## src/rtl/agent_pkg.sv

```systemverilog
package agent_pkg;
  localparam int unsigned NUM_BEHAV = 8;
  localparam int unsigned STATE_W   = $clog2(NUM_BEHAV);
  localparam int unsigned NUM_ACT   = 5;

  typedef enum logic [STATE_W-1:0] {
    BH_WANDER      = 3'd0,
    BH_WANDER_LOW  = 3'd1,
    BH_ATTACK      = 3'd2,
    BH_ATTACK_SND  = 3'd3,
    BH_RETREAT     = 3'd4,
    BH_RETREAT_SND = 3'd5,
    BH_CHASE       = 3'd6,
    BH_SPAWN       = 3'd7
  } behav_e;

  typedef struct packed {
    logic enemy;
    logic sound;
    logic dead;
    logic low;
  } sense_t;

  typedef struct packed {
    logic wander;
    logic attack;
    logic chase;
    logic retreat;
    logic spawn;
  } act_t;
endpackage

```

## src/rtl/agent_next_state.sv

```systemverilog
module agent_next_state
  import agent_pkg::*;
(
  input  behav_e cur_i,
  input  sense_t sense_i,
  output behav_e nxt_o
);
  behav_e quiet_wander;
  behav_e seen_target;
  logic   snd_memory;

  assign quiet_wander = sense_i.low ? BH_WANDER_LOW : BH_WANDER;
  assign snd_memory   = (cur_i == BH_ATTACK_SND);

  // low health retreats; otherwise attack, keeping the sound memory
  always_comb begin
    if (sense_i.low)
      seen_target = sense_i.sound ? BH_RETREAT_SND : BH_RETREAT;
    else if (sense_i.sound || snd_memory)
      seen_target = BH_ATTACK_SND;
    else
      seen_target = BH_ATTACK;
  end

  always_comb begin
    unique casez ({sense_i.dead, (cur_i == BH_SPAWN), sense_i.enemy,
                   (sense_i.sound || snd_memory)})
      4'b1???: nxt_o = BH_SPAWN;
      4'b01??: nxt_o = quiet_wander;
      4'b001?: nxt_o = seen_target;
      4'b0001: nxt_o = BH_CHASE;
      default: nxt_o = quiet_wander;
    endcase
  end
endmodule

```

## src/rtl/agent_state_reg.sv

```systemverilog
module agent_state_reg
  import agent_pkg::*;
#(
  parameter bit ONEHOT_STATE = 1'b0
) (
  input  logic   clk_i,
  input  logic   rst_ni,
  input  behav_e nxt_i,
  output behav_e cur_o
);
  generate
    if (ONEHOT_STATE) begin : g_onehot
      logic [NUM_BEHAV-1:0] oh_q;
      logic [NUM_BEHAV-1:0] oh_d;
      logic [STATE_W-1:0]   enc;

      always_comb begin
        oh_d = '0;
        oh_d[nxt_i] = 1'b1;
      end

      always_ff @(posedge clk_i or negedge rst_ni) begin
        if (!rst_ni) oh_q <= NUM_BEHAV'(1) << BH_WANDER;
        else         oh_q <= oh_d;
      end

      always_comb begin
        enc = '0;
        for (int i = 0; i < NUM_BEHAV; i++)
          if (oh_q[i]) enc = enc | STATE_W'(i);
      end

      assign cur_o = behav_e'(enc);
    end else begin : g_binary
      behav_e st_q;

      always_ff @(posedge clk_i or negedge rst_ni) begin
        if (!rst_ni) st_q <= BH_WANDER;
        else         st_q <= nxt_i;
      end

      assign cur_o = st_q;
    end
  endgenerate
endmodule

```

## src/rtl/agent_action_decode.sv

```systemverilog
module agent_action_decode
  import agent_pkg::*;
(
  input  behav_e cur_i,
  output act_t   act_o
);
  always_comb begin
    act_o = '0;
    unique case (cur_i)
      BH_WANDER, BH_WANDER_LOW:   act_o.wander  = 1'b1;
      BH_ATTACK, BH_ATTACK_SND:   act_o.attack  = 1'b1;
      BH_RETREAT, BH_RETREAT_SND: act_o.retreat = 1'b1;
      BH_CHASE:                   act_o.chase   = 1'b1;
      BH_SPAWN:                   act_o.spawn   = 1'b1;
      default:                    act_o         = '0;
    endcase
  end
endmodule

```

## src/rtl/agent_behavior_fsm.sv

```systemverilog
module agent_behavior_fsm
  import agent_pkg::*;
#(
  parameter bit ONEHOT_STATE = 1'b0
) (
  input  logic       clk_i,
  input  logic       rst_ni,
  input  logic       enemy_seen_i,
  input  logic       sound_heard_i,
  input  logic       dead_i,
  input  logic       health_low_i,
  output logic [2:0] state_o,
  output logic       wander_o,
  output logic       attack_o,
  output logic       chase_o,
  output logic       retreat_o,
  output logic       spawn_o
);
  sense_t sense;
  behav_e cur_st;
  behav_e nxt_st;
  act_t   act;

  assign sense = '{enemy: enemy_seen_i, sound: sound_heard_i,
                   dead: dead_i, low: health_low_i};

  agent_next_state u_next (
    .cur_i   (cur_st),
    .sense_i (sense),
    .nxt_o   (nxt_st)
  );

  agent_state_reg #(.ONEHOT_STATE(ONEHOT_STATE)) u_reg (
    .clk_i  (clk_i),
    .rst_ni (rst_ni),
    .nxt_i  (nxt_st),
    .cur_o  (cur_st)
  );

  agent_action_decode u_dec (
    .cur_i (cur_st),
    .act_o (act)
  );

  assign state_o   = cur_st;
  assign wander_o  = act.wander;
  assign attack_o  = act.attack;
  assign chase_o   = act.chase;
  assign retreat_o = act.retreat;
  assign spawn_o   = act.spawn;
endmodule

```

## config.mk

```make
export PLATFORM = sky130hd
export DESIGN_NAME = agent_behavior_fsm
export DESIGN_NICKNAME = d
export VERILOG_FILES = /design/src/rtl/agent_pkg.sv /design/src/rtl/agent_next_state.sv /design/src/rtl/agent_state_reg.sv /design/src/rtl/agent_action_decode.sv /design/src/rtl/agent_behavior_fsm.sv
export SDC_FILE = /design/constraint.sdc
export NUM_CORES = 1
export LEC_CHECK = 0
export BUFFER_PORTS_ARGS = -buffer_cell sky130_fd_sc_hd__buf_4
export CAP_MARGIN = 20
export CORE_AREA = 8 8 45 47
export CTS_CLUSTER_DIAMETER = 60
export CTS_CLUSTER_SIZE = 10
export DETAILED_ROUTE_END_ITERATION = 7
export DIE_AREA = 0 0 53 55
export PLACE_DENSITY = 0.38
export SKIP_LAST_GASP = 1
export SLEW_MARGIN = 20
export SYNTH_ARGS = -nofsm -noshare
export SYNTH_HDL_FRONTEND = slang
export SYNTH_HIERARCHICAL = 1
export SYNTH_SLANG_ARGS = --single-unit
```

## constraint.sdc

```tcl
create_clock -name clk_i -period 1.1 [get_ports clk_i]
set_input_delay 0.11 -clock clk_i [delete_from_list [all_inputs] [get_ports clk_i]]
set_output_delay 0.11 -clock clk_i [all_outputs]
set_load 0.05 [all_outputs]
```

==> flow_summary.json <==
{
  "hold_path_depth": 3,
  "worstPathMaxFanout": 8,
  "synth_area_per_cell_um2": 9.76,
  "ios": 14,
  "design.final.nets": 50,
  "die_width_um": 53,
  "final_period_util_pct": 112,
  "post_synth_most_frequent_cells": "3 x sky130_fd_sc_hd__dfrtp_1, 2 x sky130_fd_sc_hd__a21o_1, 2 x sky130_fd_sc_hd__inv_1, 2 x sky130_fd_sc_hd__nand2_1, 2 x sky130_fd_sc_hd__nor2b_1",
  "clock_tree_from_tritoncts": "built",
  "synth-warning-count": 6,
  "insertion_delay_ns": 0.23,
  "synth_nets": 26,
  "antenna_violations_before_repair": 0,
  "dr.first_iter.drc_count": 1,
  "regToRegEndpoint": "u_reg/cur_o[2]",
  "start_util_pct": 14.1,
  "critical_path.reg2reg.startpoint": "u_reg/cur_o[1]",
  "fp.dieArea_um2": 2920,
  "viasPerCell": 3.93,
  "critical_path.startpoint_type": "register",
  "synth_top_cell_area_share_pct": 38.5,
  "worst_path_arrival_ns": 1.12,
  "number_of_global_route_vias_before_repair": 267,
  "rrSetupSlack_ns": -0.12,
  "grt_start_max_net_pins": 9,
  "clock_power_share_pct": 26.7,
  "synth_area_um2": 195,
  "final_util_pct": 34.1,
  "clock_tree.buffer_depth": 2,
  "pint_uw": 433,
  "count_of_mapped_cells_out_of_synthesis": 20,
  "worst_hold_path.endpoint": "u_reg/cur_o[0]",
  "tritoncts_num_sinks": 3,
  "pwr-share-seq_pct": 21.8,
  "routed-via-count": 232,
  "clock_pin_slew_reported_for_the_worst_setup_and_hold_paths_after_clock_tree_synthesis_ns": 0.04,
  "firstDrtPassIters": 2,
  "hold_path.startpoint": "dead_i",
  "totalPowerFinal_uw": 723,
  "synth_ff_type": "sky130_fd_sc_hd__dfrtp_1",
  "slew_headroom_pct": 85.5,
  "crit_type": "reg2out",
  "max_cap_violations": 0,
  "cp-end-kind": "output port",
  "placementRows": 14,
  "clock-skew-final_ns": 0.00582,
  "dieHeight_um": 55,
  "post_route_wl_um": 696,
  "power_per_cell_area_nw_per_um2": 1530,
  "hold_violations": 0,
  "required_time_of_the_worst_setup_path_ns": 0.99,
  "layout_setup_ws_ns": -0.132,
  "post_synth_edffs": 0,
  "gr-total-overflow": 0,
  "area_growth_from_synthesis_to_layout_pct": 142,
  "setup_viol_count_final": 8,
  "drive_gt1_share_pct": 81.4,
  "maxSlewViolCount": 0,
  "core_area_um2": 1380,
  "setup_repair_after_global_routing_missed_its_margin": "yes",
  "synth_cell_types": 14,
  "gp_routability_congestion": 0.751,
  "combinationalPowerShare_pct": 51.4,
  "ys_seq_elements": 3,
  "switching_part_of_the_total_pct": 40.2,
  "largest_reg_flops": 3,
  "async_flop_share_pct": 100,
  "root_buffer": "sky130_fd_sc_hd__clkbuf_4",
  "number_of_remaining_drc_errors": 0,
  "cellLeakagePower_uw": 0.000224,
  "route.detailed.wl_per_inst_um": 11.8,
  "yosysSeqAreaShare_pct": 38.5,
  "fmax_mhz": 812,
  "synth_most_common_cell": "sky130_fd_sc_hd__dfrtp_1",
  "grt_resource_usage_total_pct": 5.14,
  "switching_power_uw": 291,
  "grt_pass1_wl_um": 1080,
  "timing_worst_slew_pin_value_ns": 0.217,
  "worst_case_vdd_ir_drop_uv": 477,
  "min_period_ns": 1.23,
  "failed_checks": "setup timing",
  "netlist_top_cells_area": "sky130_fd_sc_hd__dfrtp_1 38%, sky130_fd_sc_hd__a21o_1 7.7%, sky130_fd_sc_hd__a211oi_2 6.4%",
  "reg2regPathDepth": 4,
  "leading_area_contributor_after_synthesis": "sky130_fd_sc_hd__dfrtp_1",
  "drtAntennaViolNets": 0,
  "cts-buffers-inserted": 3,
  "antenna-diode-count": 0,
  "hp-class": "in2reg",
  "cts-htree-levels": 1,
  "buffers_on_ports": 13,
  "status": "complete, but fails checks"
}
[per-stage QoR]
stage	setup WS [ns]	instance area (µm²)	instances	hold WS [ns]	TNS [ns]
after global placement	0.0128	347	50	-0.101	0
after detailed placement	-0.0122	347	50	-0.101	-0.0167
final	-0.132	472	59	0.0919	-0.767
after CTS	-0.149	448	58	0.0815	-0.880
after floorplan	-0.0250	221	20	-0.186	-0.0615
after global routing	-0.176	472	59	0.0923	-1.09
[area by class of cell]
cell class	instances	area, µm²
tap	16	20.0
clock buffer	4	26.3
timing repair buffer	19	179
multi-input combinational	15	158
fill	151	912
inverter	2	7.51
sequential	3	81.3
[cell usage in the layout (no fill, tap or decap), drive strengths merged]
cell / count
a211oi: 1
a21o: 3
and2b: 1
and3: 1
and3b: 1
buf: 18
clkbuf: 4
dfrtp: 3
dlygate4sd3: 1
inv: 2
nand2: 2
nand3: 1
nor2: 1
nor2b: 2
o2111ai: 1
o211ai: 1
[per-layer routing]
metal | part of all wire (%) | vias to the layer above | global-route usage, %
li1 | - | 115 | -
met1 | 34 | 108 | 3.95
met2 | 56 | 9 | 9.38
met3 | 9.3 | 0 | 1.34
met4 | 0 | 0 | 6.47
met5 | 0 | - | 0
[worst max-delay path by stage]
| stage | startpoint | endpoint | depth (start not counted) |
|---|---|---|---|
| 2_1_floorplan | u_reg/cur_o[2] | u_reg/cur_o[2] | 3 |
| 3_3_place_gp | u_reg/cur_o[1] | u_reg/cur_o[0] | 3 |
| 3_5_place_dp | u_reg/cur_o[1] | u_reg/cur_o[0] | 3 |
| 4_1_cts | u_reg/cur_o[1] | retreat_o | 2 |
| 5_1_grt | u_reg/cur_o[1] | wander_o | 3 |
| 6_report | u_reg/cur_o[1] | wander_o | 3 |
[logic make-up (layout without fill, tap and decap cells)]
| kind of cell | count (synthesis) | count (layout) | synth area share (%) |
|---|---|---|---|
| AO/OA/AOI/OAI | 6 | 6 | 29.5 |
| AND/OR/NAND/NOR | 9 | 9 | 28.2 |
| flip-flops | 3 | 3 | 38.5 |
| buffers and inverters | 2 | 25 | 3.85 |
[power groups by stage]
stage	sequential, µW	combinational (µW)	clock, µW
after global routing	162	391	224
after global placement	160	288	0
after CTS	159	352	203
after detailed placement	162	290	0
final	158	372	194
after floorplan	205	147	0
[worst max-delay path: stages (launching register included)]
cell and delay (ns):
sky130_fd_sc_hd__dfrtp_4 0.50, sky130_fd_sc_hd__buf_4 0.16, sky130_fd_sc_hd__nor2_4 0.08, sky130_fd_sc_hd__buf_8 0.15
[what timing repair did]
action,in CTS,in global routing
gates resized for setup,11,3
hold buffers,1,0
setup endpoints to repair,8,8
buffers inserted,3,1
hold endpoints to repair,3,0
pin swaps,2,1
No activity file was read; power rests on OpenSTA's default activity.
